File: src/rtl/xlat_pkg.sv
package xlat_pkg;

  typedef enum logic [1:0] {
    FLT_NONE   = 2'd0,
    FLT_RDONLY = 2'd1,
    FLT_PRIV   = 2'd2,
    FLT_WALK   = 2'd3
  } flt_e;

  typedef enum logic {
    ST_IDLE = 1'b0,
    ST_WAIT = 1'b1
  } st_e;

  localparam int unsigned FLAG_RW_BIT = 1;
  localparam int unsigned FLAG_US_BIT = 2;

  // privilege violation takes precedence over write protection
  function automatic flt_e perm_chk(input logic wr, input logic usr,
                                    input logic pg_rw, input logic pg_us);
    if (usr && !pg_us) return FLT_PRIV;
    if (wr && !pg_rw)  return FLT_RDONLY;
    return FLT_NONE;
  endfunction

endpackage

File: src/rtl/xlat_entry_array.sv
module xlat_entry_array #(
  parameter int unsigned ENTRIES = 8,
  parameter int unsigned VPN_W   = 36,
  parameter int unsigned PFN_W   = 40,
  localparam int unsigned IDX_W  = (ENTRIES > 1) ? $clog2(ENTRIES) : 1
) (
  input  logic               clk,
  input  logic               rst_n,
  input  logic               flush,
  input  logic [VPN_W-1:0]   lk_vpn,
  output logic               lk_hit,
  output logic [PFN_W-1:0]   lk_pfn,
  output logic               lk_rw,
  output logic               lk_us,
  input  logic               wr_en,
  input  logic [IDX_W-1:0]   wr_idx,
  input  logic [VPN_W-1:0]   wr_vpn,
  input  logic [PFN_W-1:0]   wr_pfn,
  input  logic               wr_rw,
  input  logic               wr_us,
  output logic [ENTRIES-1:0] valid_vec
);

  logic [ENTRIES-1:0]             vld_q, vld_d;
  logic [ENTRIES-1:0]             match;
  logic [ENTRIES-1:0][PFN_W-1:0]  pfn_sel;
  logic [ENTRIES-1:0]             rw_sel, us_sel;

  // valid bits: flush beats install
  always_comb begin
    vld_d = vld_q;
    if (flush) begin
      vld_d = '0;
    end else if (wr_en) begin
      vld_d[wr_idx] = 1'b1;
    end
  end

  always_ff @(posedge clk or negedge rst_n) begin
    if (!rst_n) vld_q <= '0;
    else        vld_q <= vld_d;
  end

  generate
    for (genvar g = 0; g < ENTRIES; g++) begin : g_ent
      logic [VPN_W-1:0] tag_q;
      logic [PFN_W-1:0] pfn_q;
      logic             rw_q, us_q;
      logic             ld_en;

      assign ld_en = wr_en && !flush && (wr_idx == IDX_W'(g));

      always_ff @(posedge clk) begin
        if (ld_en) begin
          tag_q <= wr_vpn;
          pfn_q <= wr_pfn;
          rw_q  <= wr_rw;
          us_q  <= wr_us;
        end
      end

      assign match[g]   = vld_q[g] && (tag_q == lk_vpn);
      assign pfn_sel[g] = match[g] ? pfn_q : '0;
      assign rw_sel[g]  = match[g] & rw_q;
      assign us_sel[g]  = match[g] & us_q;
    end
  endgenerate

  // one-hot match, so an OR over the masked entries selects the hit
  always_comb begin
    lk_pfn = '0;
    lk_rw  = 1'b0;
    lk_us  = 1'b0;
    for (int i = 0; i < ENTRIES; i++) begin
      lk_pfn = lk_pfn | pfn_sel[i];
      lk_rw  = lk_rw | rw_sel[i];
      lk_us  = lk_us | us_sel[i];
    end
  end

  assign lk_hit    = |match;
  assign valid_vec = vld_q;

endmodule

File: src/rtl/xlat_victim.sv
module xlat_victim #(
  parameter int unsigned ENTRIES = 8,
  localparam int unsigned IDX_W  = (ENTRIES > 1) ? $clog2(ENTRIES) : 1
) (
  input  logic               clk,
  input  logic               rst_n,
  input  logic               flush,
  input  logic [ENTRIES-1:0] valid_vec,
  input  logic               take,
  output logic [IDX_W-1:0]   victim_idx
);

  logic [IDX_W-1:0] rr_q, rr_d;
  logic             all_vld;

  assign all_vld = &valid_vec;

  // lowest empty slot wins; the rotating pointer only when full
  always_comb begin
    victim_idx = rr_q;
    for (int i = ENTRIES - 1; i >= 0; i--) begin
      if (!valid_vec[i]) victim_idx = IDX_W'(i);
    end
  end

  always_comb begin
    rr_d = rr_q;
    if (flush) begin
      rr_d = '0;
    end else if (take && all_vld) begin
      rr_d = (rr_q == IDX_W'(ENTRIES - 1)) ? '0 : rr_q + 1'b1;
    end
  end

  always_ff @(posedge clk or negedge rst_n) begin
    if (!rst_n) rr_q <= '0;
    else        rr_q <= rr_d;
  end

endmodule

File: src/rtl/xlat_ctrl.sv
module xlat_ctrl
  import xlat_pkg::*;
#(
  parameter int unsigned VA_W = 48
) (
  input  logic            clk,
  input  logic            rst_n,
  input  logic            req_valid,
  input  logic [VA_W-1:0] req_vaddr,
  input  logic            req_write,
  input  logic            req_user,
  input  logic            lk_ok,
  input  logic            walk_done,
  output logic            req_ready,
  output logic            pend,
  output logic [VA_W-1:0] pend_vaddr,
  output logic            pend_write,
  output logic            pend_user
);

  st_e  st_q, st_d;
  logic miss_go;

  assign req_ready = (st_q == ST_IDLE);
  assign pend      = (st_q == ST_WAIT);
  assign miss_go   = req_valid && req_ready && !lk_ok;

  always_comb begin
    st_d = st_q;
    unique case (st_q)
      ST_IDLE: if (miss_go)   st_d = ST_WAIT;
      ST_WAIT: if (walk_done) st_d = ST_IDLE;
      default: st_d = ST_IDLE;
    endcase
  end

  always_ff @(posedge clk or negedge rst_n) begin
    if (!rst_n) st_q <= ST_IDLE;
    else        st_q <= st_d;
  end

  always_ff @(posedge clk) begin
    if (miss_go) begin
      pend_vaddr <= req_vaddr;
      pend_write <= req_write;
      pend_user  <= req_user;
    end
  end

endmodule

File: src/rtl/xlat_cache.sv
module xlat_cache
  import xlat_pkg::*;
#(
  parameter int unsigned ENTRIES = 8,
  parameter int unsigned VA_W    = 48,
  parameter int unsigned PA_W    = 52,
  parameter int unsigned OFF_W   = 12,
  parameter int unsigned PTE_W   = 64,
  localparam int unsigned VPN_W  = VA_W - OFF_W,
  localparam int unsigned PFN_W  = PA_W - OFF_W,
  localparam int unsigned IDX_W  = (ENTRIES > 1) ? $clog2(ENTRIES) : 1
) (
  input  logic             clk,
  input  logic             rst_n,
  input  logic             flush,
  input  logic             req_valid,
  output logic             req_ready,
  input  logic [VA_W-1:0]  req_vaddr,
  input  logic             req_write,
  input  logic             req_user,
  output logic             rsp_valid,
  output logic [PA_W-1:0]  rsp_paddr,
  output logic [1:0]       rsp_fault,
  output logic             walk_req_valid,
  output logic [VPN_W-1:0] walk_req_vpn,
  input  logic             walk_done,
  input  logic             walk_fault,
  input  logic [PTE_W-1:0] walk_pte
);

  logic               lk_hit, lk_rw, lk_us, lk_ok;
  logic [PFN_W-1:0]   lk_pfn;
  logic [ENTRIES-1:0] valid_vec;
  logic [IDX_W-1:0]   victim_idx;
  logic               pend, pend_write, pend_user;
  logic [VA_W-1:0]    pend_vaddr;
  logic               refill, wr_en;
  flt_e               flt_c;
  logic               unused_pte_bits;

  assign lk_ok  = lk_hit && !flush;
  assign refill = pend && walk_done;
  assign wr_en  = refill && !walk_fault;

  assign unused_pte_bits = ^{walk_pte[PTE_W-1:PA_W], walk_pte[OFF_W-1:3], walk_pte[0]};

  xlat_entry_array #(
    .ENTRIES(ENTRIES), .VPN_W(VPN_W), .PFN_W(PFN_W)
  ) arr_i (
    .clk       (clk),
    .rst_n     (rst_n),
    .flush     (flush),
    .lk_vpn    (req_vaddr[VA_W-1:OFF_W]),
    .lk_hit    (lk_hit),
    .lk_pfn    (lk_pfn),
    .lk_rw     (lk_rw),
    .lk_us     (lk_us),
    .wr_en     (wr_en),
    .wr_idx    (victim_idx),
    .wr_vpn    (pend_vaddr[VA_W-1:OFF_W]),
    .wr_pfn    (walk_pte[PA_W-1:OFF_W]),
    .wr_rw     (walk_pte[FLAG_RW_BIT]),
    .wr_us     (walk_pte[FLAG_US_BIT]),
    .valid_vec (valid_vec)
  );

  xlat_victim #(.ENTRIES(ENTRIES)) vic_i (
    .clk        (clk),
    .rst_n      (rst_n),
    .flush      (flush),
    .valid_vec  (valid_vec),
    .take       (wr_en),
    .victim_idx (victim_idx)
  );

  xlat_ctrl #(.VA_W(VA_W)) ctl_i (
    .clk        (clk),
    .rst_n      (rst_n),
    .req_valid  (req_valid),
    .req_vaddr  (req_vaddr),
    .req_write  (req_write),
    .req_user   (req_user),
    .lk_ok      (lk_ok),
    .walk_done  (walk_done),
    .req_ready  (req_ready),
    .pend       (pend),
    .pend_vaddr (pend_vaddr),
    .pend_write (pend_write),
    .pend_user  (pend_user)
  );

  // answer: refill result first, otherwise a same-cycle hit
  always_comb begin
    rsp_valid = 1'b0;
    rsp_paddr = '0;
    flt_c     = FLT_NONE;
    if (refill) begin
      rsp_valid = 1'b1;
      if (walk_fault) begin
        flt_c = FLT_WALK;
      end else begin
        flt_c     = perm_chk(pend_write, pend_user,
                             walk_pte[FLAG_RW_BIT], walk_pte[FLAG_US_BIT]);
        rsp_paddr = {walk_pte[PA_W-1:OFF_W], pend_vaddr[OFF_W-1:0]};
      end
    end else if (req_valid && req_ready && lk_ok) begin
      rsp_valid = 1'b1;
      flt_c     = perm_chk(req_write, req_user, lk_rw, lk_us);
      rsp_paddr = {lk_pfn, req_vaddr[OFF_W-1:0]};
    end
  end

  assign rsp_fault      = flt_c;
  assign walk_req_valid = pend;
  assign walk_req_vpn   = pend_vaddr[VA_W-1:OFF_W];

endmodule

File: config.mk
export PLATFORM = sky130hd
export DESIGN_NAME = xlat_cache
export DESIGN_NICKNAME = d
export VERILOG_FILES = /design/src/rtl/xlat_pkg.sv /design/src/rtl/xlat_entry_array.sv /design/src/rtl/xlat_victim.sv /design/src/rtl/xlat_ctrl.sv /design/src/rtl/xlat_cache.sv
export SDC_FILE = /design/constraint.sdc
export NUM_CORES = 1
export LEC_CHECK = 0
export CAP_MARGIN = 20
export CORE_MARGIN = 2
export CORE_UTILIZATION = 59
export CTS_CLUSTER_SIZE = 8
export DETAILED_ROUTE_END_ITERATION = 7
export GPL_ROUTABILITY_DRIVEN = 0
export MAX_ROUTING_LAYER = met4
export PLACE_DENSITY = 0.81
export SYNTH_ARGS = -nofsm -noshare
export SYNTH_HDL_FRONTEND = slang
export SYNTH_HIERARCHICAL = 1
export SYNTH_SLANG_ARGS = --single-unit
export TNS_END_PERCENT = 5
File: constraint.sdc
create_clock -name clk -period 10.59 [get_ports clk]
set_clock_uncertainty 0.05 [all_clocks]
set_input_delay 1.5885 -clock clk [delete_from_list [all_inputs] [get_ports clk]]
set_output_delay 1.5885 -clock clk [all_outputs]
set_load 0.02 [all_outputs]
==> metrics.txt <==
status completed; Worst VDD drop 0.0001562 V; post-cts gate resize count 0; first-pass GRT wire length 115400 µm; CP startpoint kind input pin; final hold slack 0.5073 ns; CP max stage cell clkdlybuf4s50_1; vias in the first global route 18620; max frequency 125.1 MHz; Max FO, Critical Path 43; Syn Nets 1926; Tcrit/Tclk final 75.49%; worst slew pin tran 1.103 ns; gr usage total 32.47%; wire per inst 29.74 µm; setup_tns 0 ns; Max-cap violations 0; CTS tree yes; Finish-stage setup viols 0; hold crit path type flip-flop to flip-flop; P_leak 10.27 nW; fin util 70.14%; io pins 213; crit path kind input pin to primary output; fin nets 2127; Initial Util 59.77%; vias 18230; Sequential Power Share 50.6%; top post-synthesis cells by count edfxtp_1 (674), nand4_1 (264), xnor2_1 (219); critical-path cell list clkdlybuf4s50_1 -> o22ai_4 -> or4_4 -> a211oi_4 -> buf_4 -> a32oi_1 -> nand4b_1 -> nand4b_4 -> a21oi_4 -> buf_12 -> a22o_1 -> clkdlybuf4s50_1; H-tree Lvls 3; DRT iter0 DRCs 2577; power per cell area 181.2 mW/mm²; Worst Path Arrival 6.36 ns; RSZ-0062 raised after global routing no; I/O Buffers 190; # hold bufs at CTS 0; CTS max path bufs 3; sw frac 21.20%; post-DP HPWL 42530 µm; ANT nets after route 0; CTS Sinks 686; PnR worst setup slack 2.596 ns; Hold Violations, Final 0; EDFF count, synth 674; Crit path required time 8.95 ns; DRT Pass-1 Iters 6; Clk Tree Root Cell clkbuf_16; largest net degree at the start of global routing 68; Tmin final 7.994 ns; Synth Flop Type edfxtp_1; Via density 6.893; CP dominant cell by count clkdlybuf4s50_1; syn_area_per_cell 15.79 µm²; Sw Pwr 0.001284 W; Synth top area share 71.07%; dominant cell type by area after synthesis edfxtp_1; Area Growth Syn to Fin 17.34%; Seq/Total Area, Yosys 72.12%; FFs w/ async S/R, synth 1.749%; Clk pwr share 45.0%; core area 0.04765 mm²; most common cell in the netlist edfxtp_1; Die H 223.7 µm; Die ar. 0.05004 mm²; Pint 0.004772 W; row count 80; layout cell share with drive strength beyond 1 8.979%; gr ovfl total 0; Gate Count Post-Synth 1804; Remaining DRCs 0; CTS Buf Count 95; Overall Power 0.006056 W; setup bufs post-CTS 0; Synth Register Bits 686; Netlist Area Pre-Place 0.02848 mm²; Combinational Power Share 4.4%; Yosys warnings 6; Post-Route WL 78640 µm; Clock Latency Late Sink 0.64 ns; Cell variety after synth 63; Rel. slew slack 25.79%; antenna violations before repair 1; pre-CTS setup slack 2.003 ns; Die Wd 223.7 µm; max-slew violations 0; synth top area cells edfxtp_1 (71%), xnor2_1 (6.7%), nand4_1 (5.8%), nand2_1 (1.8%), xor2_1 (1.7%); Max stage delay on crit path 1.04 ns; CP endpoint kind primary output; Clock Pin Slew Worst Setup and Hold Paths 0.05 ns
## stage by stage
| step | area (µm²) | instances |
|---|---|---|
| 5_1_grt | 33420 | 2643 |
| 4_1_cts | 33370 | 2640 |
| 2_1_floorplan | 28480 | 1804 |
| 3_3_place_gp | 30760 | 2520 |
| 6_report | 33420 | 2644 |
| 3_5_place_dp | 30770 | 2521 |
## sequential cells by signal (all words and copies together), names as in the netlist
register	cells
ctl_i/pend_user	1
arr_i/valid_vec	8
ctl_i/pend	1
arr_i/g_ent.rw_q	8
arr_i/g_ent.us_q	8
ctl_i/pend_write	1
arr_i/g_ent.tag_q	288
ctl_i/pend_vaddr	48
arr_i/g_ent.pfn_q	320
vic_i/rr_q	3
## cell families after synthesis
kind of cell               Yosys count  synth area share, %
DFF                                686                72.12
buffers and inverters              146                3.102
adders and majority gates            2              0.08785
xor gates and xnor gates           275                8.457
muxes                                1              0.03515
AOI/OAI and AO/OA                  169                5.536
and+or+nand+nor                    525                10.66
## cell usage in the layout (no fill, tap or decap), drive strengths merged, types with 3 or more instances in the layout
cell / count
dfrtp: 12
clkbuf: 114
o22ai: 3
nand2b: 6
a21o: 7
a221oi: 3
edfxtp: 674
buf: 42
xnor2: 219
nor4: 27
nor2: 7
nand3: 56
nand4: 265
nand2: 138
nor2b: 3
inv: 18
xor2: 56
o22a: 42
o21ai: 4
clkinv: 5
o2111a: 43
a22o: 52
clkdlybuf4s50: 190
nor3: 8
a21oi: 4
## path summary, 6_finish.rpt
kind | startpoint | to | slack (ns) | depth (start not counted)
worst max-delay path | req_vaddr[17] | rsp_paddr[37] | 2.60 | 12
worst max register to register | arr_i/valid_vec[7] | arr_i/g_ent[3].tag_q[20] | 6.61 | 8
worst min-delay path | arr_i/valid_vec[5] | arr_i/valid_vec[5] | 0.51 | 1
min in group asynchronous | rst_n | ctl_i/pend | 1.31 | 1
max in group asynchronous | rst_n | arr_i/valid_vec[3] | 8.76 | 1
worst min register to register | arr_i/valid_vec[5] | arr_i/valid_vec[5] | 0.51 | 1
## cell type report
type                    count  area, µm²
clock inverters             5      88.84
well taps                 615      769.5
fillers                  2952      14230
repair buffers            232       2242
diodes                      2      5.005
flip-flops and latches    686      20540
multi-input cells         972       7193
inverters                  18      67.56
clock buffers             114       2512
## layer usage
| metal | up-vias | GRT usage [%] | part of all wire, % | routed length, µm |
|---|---|---|---|---|
| met5 | - | - | 0 | 0 |
| li1 | 7465 | - | - | - |
| met3 | 260 | 5.129 | 11 | 8268 |
| met4 | 0 | 16.06 | 4.4 | 3462 |
| met2 | 1390 | 51.42 | 49 | 38850 |
| met1 | 9111 | 41.39 | 36 | 28050 |
## critical path, delay by kind of cell
kind	cells	cell delay (ns)
compound gates	5	1.09
buf+inv	4	2.50
simple gates	3	1.10
## power groups by stage
stage / logic [W] / clock network [W] / registers [W]
detailed placement: 0.000263 / 0 / 0.00311
floorplan: 0.000120 / 0 / 0.00311
finish: 0.000268 / 0.00272 / 0.00307
global route: 0.000280 / 0.00283 / 0.00306
CTS: 0.000266 / 0.00272 / 0.00306
global placement: 0.000255 / 0 / 0.00311
Note: power is estimated with default switching activity, not from simulation.
